## src/rtl/irq_accept_pkg.sv

```systemverilog
// Shared types for the interrupt acceptance unit.
// Assumes: all status inputs are already synchronous to clk.
package irq_accept_pkg;

    // Conditions that gate acceptance, bundled for the gate module.
    typedef struct packed {
        logic req;      // synchronized request
        logic ie;       // interrupt enable
        logic bip;      // break in progress
        logic dvalid;   // decode stage valid
        logic ready;    // pipeline ready
    } irq_cond_t;

endpackage

```

## src/rtl/irq_sync.sv

```systemverilog
// Multi-flop synchronizer for the asynchronous interrupt line.
// Assumes: STAGES >= 2; the output is a level, not an edge.
module irq_sync #(
    parameter int unsigned STAGES = 2
) (
    input  logic clk,
    input  logic rst_n,
    input  logic d,
    output logic q
);
    localparam int unsigned LAST = STAGES - 1;

    logic [LAST:0] chain;

    // Shift the raw line through the flop chain.
    always_ff @(posedge clk) begin
        if (!rst_n) chain <= '0;
        else        chain <= {chain[LAST-1:0], d};
    end

    assign q = chain[LAST];

    assert_stage0_R5: assert property (@(posedge clk) disable iff (!rst_n)
        $rose(chain[0]) |-> $past(d));
    assert_out_R5: assert property (@(posedge clk) disable iff (!rst_n)
        $rose(q) |-> $past(chain[LAST-1]));
endmodule

```

## src/rtl/irq_gate.sv

```systemverilog
// Acceptance decision with the re-arm guard.
// Assumes: the processor clears ie after an acceptance, and software sets it again.
module irq_gate
    import irq_accept_pkg::*;
(
    input  logic      clk,
    input  logic      rst_n,
    input  irq_cond_t cond,
    output logic      take
);
    logic armed;
    logic ie_q;

    // Accept when requested, enabled, not in break, the slot is valid and not stalled.
    always_comb begin
        take = cond.req && cond.ie && !cond.bip && cond.dvalid && cond.ready && armed;
    end

    // Disarm on acceptance; re-arm on an observed 0-to-1 step of ie.
    always_ff @(posedge clk) begin
        if (!rst_n) begin
            armed <= 1'b1;
            ie_q  <= 1'b0;
        end else begin
            ie_q <= cond.ie;
            if (take)                   armed <= 1'b0;
            else if (cond.ie && !ie_q)  armed <= 1'b1;
        end
    end

    assert_disarm_R7: assert property (@(posedge clk) disable iff (!rst_n)
        take |=> !armed);
    assert_stay_disarmed_R7: assert property (@(posedge clk) disable iff (!rst_n)
        (!armed && !(cond.ie && !ie_q)) |=> !armed);
endmodule

```

## src/rtl/irq_action.sv

```systemverilog
// Fans the acceptance decision out to the pipeline control strobes.
// Assumes: target and link index are fixed by parameters.
module irq_action #(
    parameter int unsigned ADDR_W = 32,
    parameter int unsigned REG_W  = 5,
    parameter logic [ADDR_W-1:0] VEC_ADDR = 'h10,
    parameter int unsigned LINK_IDX = 14
) (
    input  logic              take,
    input  logic [ADDR_W-1:0] pc_in,
    output logic              flush,
    output logic              branch,
    output logic [ADDR_W-1:0] target,
    output logic              wr_en,
    output logic [REG_W-1:0]  wr_idx,
    output logic [ADDR_W-1:0] wr_val,
    output logic              clr_ie
);
    localparam logic [REG_W-1:0] LINK = REG_W'(LINK_IDX);

    // Drive all acceptance strobes and their payloads in one cycle.
    always_comb begin
        flush  = take;
        branch = take;
        wr_en  = take;
        clr_ie = take;
        target = VEC_ADDR;
        wr_idx = LINK;
        wr_val = pc_in;
    end
endmodule

```

## src/rtl/irq_accept_unit.sv

```systemverilog
// Top of the interrupt acceptance unit: synchronizer, gate, action fan-out.
// Assumes: status and pipeline inputs are synchronous; irq_in may be asynchronous.
module irq_accept_unit
    import irq_accept_pkg::*;
#(
    parameter int unsigned ADDR_W      = 32,
    parameter int unsigned REG_W       = 5,
    parameter int unsigned SYNC_STAGES = 2,
    parameter logic [ADDR_W-1:0] VEC_ADDR = 'h10,
    parameter int unsigned LINK_IDX    = 14
) (
    input  logic              clk,
    input  logic              rst_n,
    input  logic              irq_in,
    input  logic              stat_ie,
    input  logic              stat_bip,
    input  logic              dec_valid,
    input  logic [ADDR_W-1:0] dec_pc,
    input  logic              pipe_ready,
    output logic              flush_dec,
    output logic              br_req,
    output logic [ADDR_W-1:0] br_target,
    output logic              rf_we,
    output logic [REG_W-1:0]  rf_waddr,
    output logic [ADDR_W-1:0] rf_wdata,
    output logic              ie_clr
);
    logic      req_s;
    logic      take;
    irq_cond_t cond;

    irq_sync #(.STAGES(SYNC_STAGES)) u_sync (
        .clk(clk), .rst_n(rst_n), .d(irq_in), .q(req_s)
    );

    // Bundle the gating conditions.
    always_comb begin
        cond.req    = req_s;
        cond.ie     = stat_ie;
        cond.bip    = stat_bip;
        cond.dvalid = dec_valid;
        cond.ready  = pipe_ready;
    end

    irq_gate u_gate (
        .clk(clk), .rst_n(rst_n), .cond(cond), .take(take)
    );

    irq_action #(
        .ADDR_W(ADDR_W), .REG_W(REG_W), .VEC_ADDR(VEC_ADDR), .LINK_IDX(LINK_IDX)
    ) u_action (
        .take(take), .pc_in(dec_pc),
        .flush(flush_dec), .branch(br_req), .target(br_target),
        .wr_en(rf_we), .wr_idx(rf_waddr), .wr_val(rf_wdata), .clr_ie(ie_clr)
    );

    assert_ie_gate_R2: assert property (@(posedge clk) disable iff (!rst_n)
        !stat_ie |-> !flush_dec);
    assert_bip_gate_R3: assert property (@(posedge clk) disable iff (!rst_n)
        stat_bip |-> !ie_clr);
    assert_ret_addr_R4: assert property (@(posedge clk) disable iff (!rst_n)
        rf_we |-> (rf_wdata == dec_pc && rf_waddr == REG_W'(LINK_IDX)));
    assert_one_cycle_R4: assert property (@(posedge clk) disable iff (!rst_n)
        flush_dec |=> !flush_dec);
    assert_slot_ok_R6: assert property (@(posedge clk) disable iff (!rst_n)
        br_req |-> (dec_valid && pipe_ready));
endmodule

```

## config.mk

```make
export PLATFORM = sky130hd
export DESIGN_NAME = irq_accept_unit
export DESIGN_NICKNAME = d
export VERILOG_FILES = /design/src/rtl/irq_accept_pkg.sv /design/src/rtl/irq_sync.sv /design/src/rtl/irq_gate.sv /design/src/rtl/irq_action.sv /design/src/rtl/irq_accept_unit.sv
export SDC_FILE = /design/constraint.sdc
export NUM_CORES = 1
export LEC_CHECK = 0
export ABC_AREA = 1
export BUFFER_PORTS_ARGS = -buffer_cell sky130_fd_sc_hd__buf_2
export CORE_ASPECT_RATIO = 0.9
export CORE_MARGIN = 5
export CORE_UTILIZATION = 28
export DETAILED_ROUTE_END_ITERATION = 10
export PLACE_DENSITY = 0.8
export SLEW_MARGIN = 0
export SYNTH_ARGS = -nofsm -noshare
export SYNTH_HDL_FRONTEND = slang
export SYNTH_SLANG_ARGS = --single-unit
```

## constraint.sdc

```tcl
create_clock -name clk -period 0.93 [get_ports clk]
set_clock_uncertainty 0.05 [all_clocks]
set_input_delay 0.1395 -clock clk [delete_from_list [all_inputs] [get_ports clk]]
set_output_delay 0.1395 -clock clk [all_outputs]
set_load 0.02 [all_outputs]
```

; ---- After elaboration in Yosys (flattened, before gate mapping)
; Index checks and enable logic that the tools add are counted.
[word_totals]
ff_bits = 4
word_cells = 14
[classes]
mux = 2
n_reduce_logical = 9
[ops]
columns = cell, count
row1 = $logic_and 1x1->1, 6
row2 = $logic_not 1->1, 2
row3 = $mux 1, 2
row4 = $reduce_bool 2->1, 1

; ---- Logic depth before layout (Yosys ltp)
; Gate-level depths: netlist (run 1).
[depth]
depth_word = 6
depth_mapped = 5
ltp_nobuf = 5

; ---- Hierarchy
; Synthesis (run 1) repeated with hierarchy kept, for this count alone.
[unflattened]
cells_unflattened = 97
hier_area_um2 = 724.4
[by_module_without_submodules]
columns = module, instances, cells_each, area_each_um2
row1 = irq_action, 1, 75, 555.5
row2 = irq_gate, 1, 16, 113.9
row3 = irq_sync, 1, 6, 55.1

; ---- Worst setup path after synthesis (run 1)
; OpenSTA, ideal clock, no wires.
[synth_path]
path_kind = register to output
from = reg u_gate.armed
to = out flush_dec
t_arrival_ps = 856
slack_ps = -116
stages_incl_launch_ff = 6
path_buffers = 1
path_cell_list = dfxtp_1 -> nand2_1 -> nor2_1 -> nand2_1 -> inv_1 -> buf_4
[synth_via]
elab_chain_len = 1
[synth_rtl]
columns = item, line_no
row1 = "start, declared", irq_gate.sv:11  ; logic armed;
row2 = "start signal, assigned", irq_gate.sv:22  ; armed <= 1'b1;
row3 = "start signal, assigned", irq_gate.sv:26  ; if (take) armed <= 1'b0;
row4 = "start signal, assigned", irq_gate.sv:27  ; else if (cond.ie && !ie_q) armed <= 1'b1;
row5 = $logic_and 1x1->1, irq_gate.sv:16  ; take = cond.req && cond.ie && !cond.bip && cond.dvalid && cond.ready && armed;
row6 = "end, declared", irq_accept_unit.sv:20  ; output logic flush_dec,
; No other way between the ends.

; ---- Worst setup path in the final report (run 1)
[layout_path]
from = reg u_sync.chain[1]
to = out rf_we
[layout_via]
elab_chain_len = 5
[layout_rtl]
columns = item, line_no
row1 = "start, declared", irq_sync.sv:13  ; logic [LAST:0] chain;
row2 = "start signal, assigned", irq_sync.sv:18  ; else chain <= {chain[LAST-1:0], d};
row3 = $logic_and 1x1->1 (5 in series), irq_gate.sv:16
row4 = "end, declared", irq_accept_unit.sv:23  ; output logic rf_we,
; No other way between the ends.

==> results of run 1 <==
metrics by stage:
stage	total power [µW]	std cells	worst slack (ps)	cell area (µm²)
finish	562.5	101	-265.6	454.2
floorplan	645.7	130	-21.93	842.1
CTS	567.5	102	-248.5	456.7
detailed placement	340.6	96	-3.929	375.4
global route	592.7	101	-330.5	454.2
global placement	340.0	96	30.86	375.4
where the power goes:
| group | internal, µW | switching (µW) |
|---|---|---|
| Clock | 144 | 71.5 |
| Combinational | 16.1 | 149 |
| Sequential | 179 | 2.07 |
| Total | 340 | 223 |
layout make-up:
class                      count  area, µm²
clock buffer                   3      22.52
fill                         276       1971
inverter                       6      22.52
multi-input combinational     48      197.7
sequential                     4      82.58
tap                           28      35.03
timing repair buffer          12      93.84
worst min path at each step:
stage / from / endpoint / slack (ps) / cells past startpoint
3_3_place_gp: dec_pc[13] / rf_wdata[13] / 230 / 0
6_report: irq_in / u_sync.chain[0] / 40 / 3
3_5_place_dp: dec_pc[13] / rf_wdata[13] / 230 / 0
5_1_grt: irq_in / u_sync.chain[0] / 40 / 3
2_1_floorplan: rst_n / u_gate.armed / 160 / 1
4_1_cts: irq_in / u_sync.chain[0] / 30 / 3
registers in the layout, indices dropped and copies added (netlist names):
register / cells
u_sync.chain: 2
u_gate.armed: 1
u_gate.ie_q: 1
logic make-up (layout without fill, tap and decap cells):
logic type / count (synthesis) / in the layout / share of synthesized area
DFF: 4 / 4 / 0.1145
other: 2 / 37 / 0.01074
AOI/OAI and AO/OA: 1 / 1 / 0.01610
and+or+nand+nor: 10 / 10 / 0.05367
buffers and inverters: 78 / 21 / 0.8050
per-layer routing:
layer / vias to the layer above / wire, µm / GRT usage
li1: 126 / - / -
met1: 126 / 164 / 0.01860
met3: 10 / 186 / 0.03543
met5: - / 0 / 0
met4: 0 / 55 / 0.08182
met2: 35 / 495 / 0.06953
worst min-delay path, cell delays in order:
cell and delay [ps]:
sky130_fd_sc_hd__buf_2 70, sky130_fd_sc_hd__nand2_1 40, sky130_fd_sc_hd__inv_1 40
cell usage after synthesis, drive strengths merged:
library cell / count
nor2: 2
inv: 6
nand2: 8
o21bai: 1
conb: 2
buf: 72
dfxtp: 4
timing repair:
item                       in CTS  in global routing
hold endpoints to repair        0                  0
pin swaps                       1                  2
setup buffers                   3                  1
gates resized for setup        12                  4
setup endpoints to repair       4                  5
==> out/qor.yml, run 1 <==
most-common-layout-cells: "sky130_fd_sc_hd__conb_1, sky130_fd_sc_hd__nand2_1, sky130_fd_sc_hd__buf_2, sky130_fd_sc_hd__inv_1, sky130_fd_sc_hd__buf_6"
route.detailed.wl_per_inst_um: 8.921
ctsHtreeMaxLevel: 1
finalWirelength_um: 901
r2r_cells: 7
place.detailed.hpwl_um: 707.2
postSynthCellCount: 95
synthesis.area_um2: 699.4
cp_slowest_cell: "sky130_fd_sc_hd__dfxtp_2"
cp_data_arrival_time_ps: 1010
crit_path_max_incr_delay_ps: 310
post-route-util: 0.1873
critical_path.top_delay_family: "flip-flops"
cts-hold-fix-buffers: 0
timing.hold.worst.class: "primary input to flip-flop"
timing.fmax_ghz: 0.8364
detailroute.via_count: 297
portBuffers: 10
sink_count_of_the_clock_tree: 4
critPathBufInv: 2
layout-area-overhead-vs-synth_pct: -35.06
worst_hold_slack_ps: 36.11
fp.dieH_um: 57.42
ff2ff_setup_slack_ps: -90
grt_use_total: 0.04415
timing.setup.critical_path_class: "flip-flop to output port"
timing.rr.start: "u_sync.chain[1]"
critical_path.reg2reg.endpoint: "u_gate.armed"
final-max-slew-violation-count: 0
ios: 112
violations_in_the_final_reports: "negative setup slack"
clk-insertion-delay-late_ps: 230
final_antenna_net_count: 0
drc_errors: 0
num-nets-final: 114
grt_pass1_vias: 249
run_status: "finished, violations left"
critical_path_cell_count: 5
synth.distinct_cells: 7
placeableCoreArea_um2: 2425
yosys_warnings: 0
grt_setup_unrepaired: "yes"
timing.final.crit_share: 1.286
routed_via_density: 2.941
pin_count_of_the_biggest_net_entering_global_routing: 5
most_common_cell_after_layout_fill_and_taps_aside: "sky130_fd_sc_hd__conb_1"
worst-path-max-fanout: 4
clk_pin_slew_worst_paths_ps: 40
tritoncts: "built"
hold_viol: 0
gp_routability_congestion: 0.5548
grt_antenna_before_repair: 0
critical_path.cell_chain: "nand2_1 -> nor2_1 -> nand2_1 -> inv_2 -> buf_6"
grt_pass1_wl_um: 1124
antenna-diode-count: 0
power.leakage_uw: 0.0002928
synthDominantAreaCellType: "sky130_fd_sc_hd__buf_4"
first_pass_iters: 2
setup-violations-final: 5
synth_area_per_cell_um2: 7.362
floorplan.initialDensity: 0.2884
crit_path_end_kind: "output port"
p_per_area_nw_per_um2: 1238
globalRouteOverflowTotal: 0
count_of_standard_cell_rows: 17
cp_common_cell: "sky130_fd_sc_hd__nand2_1"
die_area_um2: 3599
wp_data_required_ps: 740
final_period_minus_worst_setup_slack_ps: 1196
synth_seq_cells: 4
drv.max_cap_violation_count: 0
horiz_die_dim_um: 62.68
peak_supply_drop_v: 0.0004338
final_layout_setup_total_negative_slack_ps: -1145
clk_path_buf_depth: 2
timing.critical_path.from: "u_sync.chain[1]"
synth_largest_type_area_fraction: 0.7728
fin_ws_ps: -265.6
share_of_cells_above_drive_strength_1: 0.2877
detail_route.iter0.violations: 4
leading_cell_types_by_total_area_after_synthesis: "sky130_fd_sc_hd__buf_4, sky130_fd_sc_hd__dfxtp_1, sky130_fd_sc_hd__nand2_1"
synth-seq-area-share: 0.1145
cts_made_buffers: 3
crit_path_end: "rf_we"
ctsRootBufferMaster: "sky130_fd_sc_hd__clkbuf_4"
timing.critical_path.from_type: "flip-flop"
(Power assumes the default switching activity.)
==> inputs of run 2 (changes only) <==
Settings changed: CTS_BUF_LIST set to sky130_fd_sc_hd__clkbuf_16, SKIP_CTS_REPAIR_TIMING set to 1.
==> out/qor.yml, run 2 (same netlist as run 1, synthesis figures left out) <==
final_period_minus_worst_setup_slack_ps: 1170
cp_common_cell: "sky130_fd_sc_hd__nand2_1"
grt_use_total: 0.03312
min_path_cells: 3
most_common_cell_after_layout_fill_and_taps_aside: "sky130_fd_sc_hd__conb_1"
tritoncts: "built"
power.leakage_uw: 0.0003026
regs_by_ff_count: "u_sync.chain: 2 flops, u_gate.armed: 1 flops, u_gate.ie_q: 1 flops"
fin_ws_ps: -239.8
grt_pass1_wl_um: 903
crit_path_end_kind: "output port"
violations_in_the_final_reports: "negative setup slack"
placed_area_um2: 375.4
globalRouteOverflowTotal: 0
cts_made_buffers: 3
grt_pass1_vias: 210
clk-insertion-delay-late_ps: 220
most-common-layout-cells: "sky130_fd_sc_hd__conb_1, sky130_fd_sc_hd__nand2_1, sky130_fd_sc_hd__buf_2, sky130_fd_sc_hd__inv_1"
finalWirelength_um: 849
num-nets-final: 112
sink_count_of_the_clock_tree: 4
pin_count_of_the_biggest_net_entering_global_routing: 5
gp_routability_congestion: 0.5548
portBuffers: 10
die_area_um2: 3599
run_status: "finished, violations left"
timing.final.crit_share: 1.258
drv.max_cap_violation_count: 0
largest_register: "u_sync.chain"
r2r_cells: 5
setup-violations-final: 4
layout-area-overhead-vs-synth_pct: -33.27
share_of_cells_above_drive_strength_1: 0.2394
routed_via_density: 2.879
crit_path_max_incr_delay_ps: 300
timing.fmax_ghz: 0.8549
count_of_standard_cell_rows: 17
timing.hold.worst.class: "primary input to flip-flop"
worst-path-max-fanout: 4
wp_data_required_ps: 740
timing.setup.critical_path_class: "flip-flop to output port"
horiz_die_dim_um: 62.68
detailroute.via_count: 285
route.detailed.wl_per_inst_um: 8.576
ios: 112
drc_errors: 0
final_layout_setup_total_negative_slack_ps: -930.8
p_per_area_nw_per_um2: 2157
cp_data_arrival_time_ps: 980
final-max-slew-violation-count: 0
design_area_um2: 466.7
cp_slowest_cell: "sky130_fd_sc_hd__dfxtp_2"
timing.critical_path.from_type: "flip-flop"
clk_pin_slew_worst_paths_ps: 30
ctsHtreeMaxLevel: 1
first_pass_iters: 3
place.detailed.hpwl_um: 707.2
timing.critical_path.from: "u_sync.chain[1]"
timing.rr.start: "u_sync.chain[1]"
final_antenna_net_count: 0
ctsRootBufferMaster: "sky130_fd_sc_hd__clkbuf_16"
hold_viol: 0
placeableCoreArea_um2: 2425
worst_hold_slack_ps: 49.61
grt_setup_unrepaired: "yes"
peak_supply_drop_v: 0.001075
grt_antenna_before_repair: 0
min-delay-start: "irq_in"
largest_register_ff_count: 2
clk_path_buf_depth: 2
detail_route.iter0.violations: 4
fp.dieH_um: 57.42
antenna-diode-count: 0
critical_path.cell_chain: "nand2_1 -> nor2_1 -> nand2_1 -> inv_2 -> buf_4"
floorplan.initialDensity: 0.2884
run 2: changes by cell type in the layout (fill, tap and decap cells not counted):
cell,previous run,this run
sky130_fd_sc_hd__nand2_4,1,0
sky130_fd_sc_hd__clkbuf_16,0,3
sky130_fd_sc_hd__buf_4,1,3
sky130_fd_sc_hd__nand2_1,6,8
sky130_fd_sc_hd__buf_6,5,1
sky130_fd_sc_hd__nand2_2,1,0
sky130_fd_sc_hd__clkbuf_4,3,0
run 2: critical path: cells and delay by family (launching register included):
| kind | cells | cell delay [ps] |
|---|---|---|
| flops | 1 | 300 |
| buf+inv | 2 | 230 |
| simple gates | 3 | 220 |
run 2: per-stage QoR:
stage | worst slack, ps | util | std cells | total power [µW]
final | -239.8 | 0.1925 | 99 | 1007
after global routing | -286.9 | 0.1925 | 99 | 1044
after CTS | -242.6 | 0.1858 | 99 | 1011
after detailed placement | -3.929 | 0.1548 | 96 | 340.6
after global placement | 30.86 | 0.1548 | 96 | 340.0
after floorplan | -21.93 | - | 130 | 645.7
run 2: worst paths after layout:
path / to / slack (ps)
max: rf_we / -240
max reg2reg: u_gate.armed / 130
min: u_sync.chain[0] / 50
min reg2reg: u_sync.chain[1] / 360
run 2: per-layer routing:
layer / up-vias / track usage / routed length [µm]
met5: - / 0 / 0
met4: 0 / 0.06364 / 55
met3: 10 / 0.03150 / 195
met2: 35 / 0.03994 / 422
met1: 119 / 0.01977 / 175
li1: 121 / - / -
run 2: layout make-up:
type / instances / area [µm²]
Fill cell: 282 / 1958
Multi-Input combinational cell: 48 / 187.7
Sequential cell: 4 / 82.58
Clock buffer: 3 / 75.07
Timing Repair Buffer: 10 / 63.81
Tap cell: 28 / 35.03
Inverter: 6 / 22.52
run 2: power breakdown:
part / total [µW] / internal (µW) / switching (µW)
registers: 182 / 180 / 2.04
logic: 162 / 14.7 / 148
clock network: 663 / 549 / 114
total: 1010 / 743 / 264
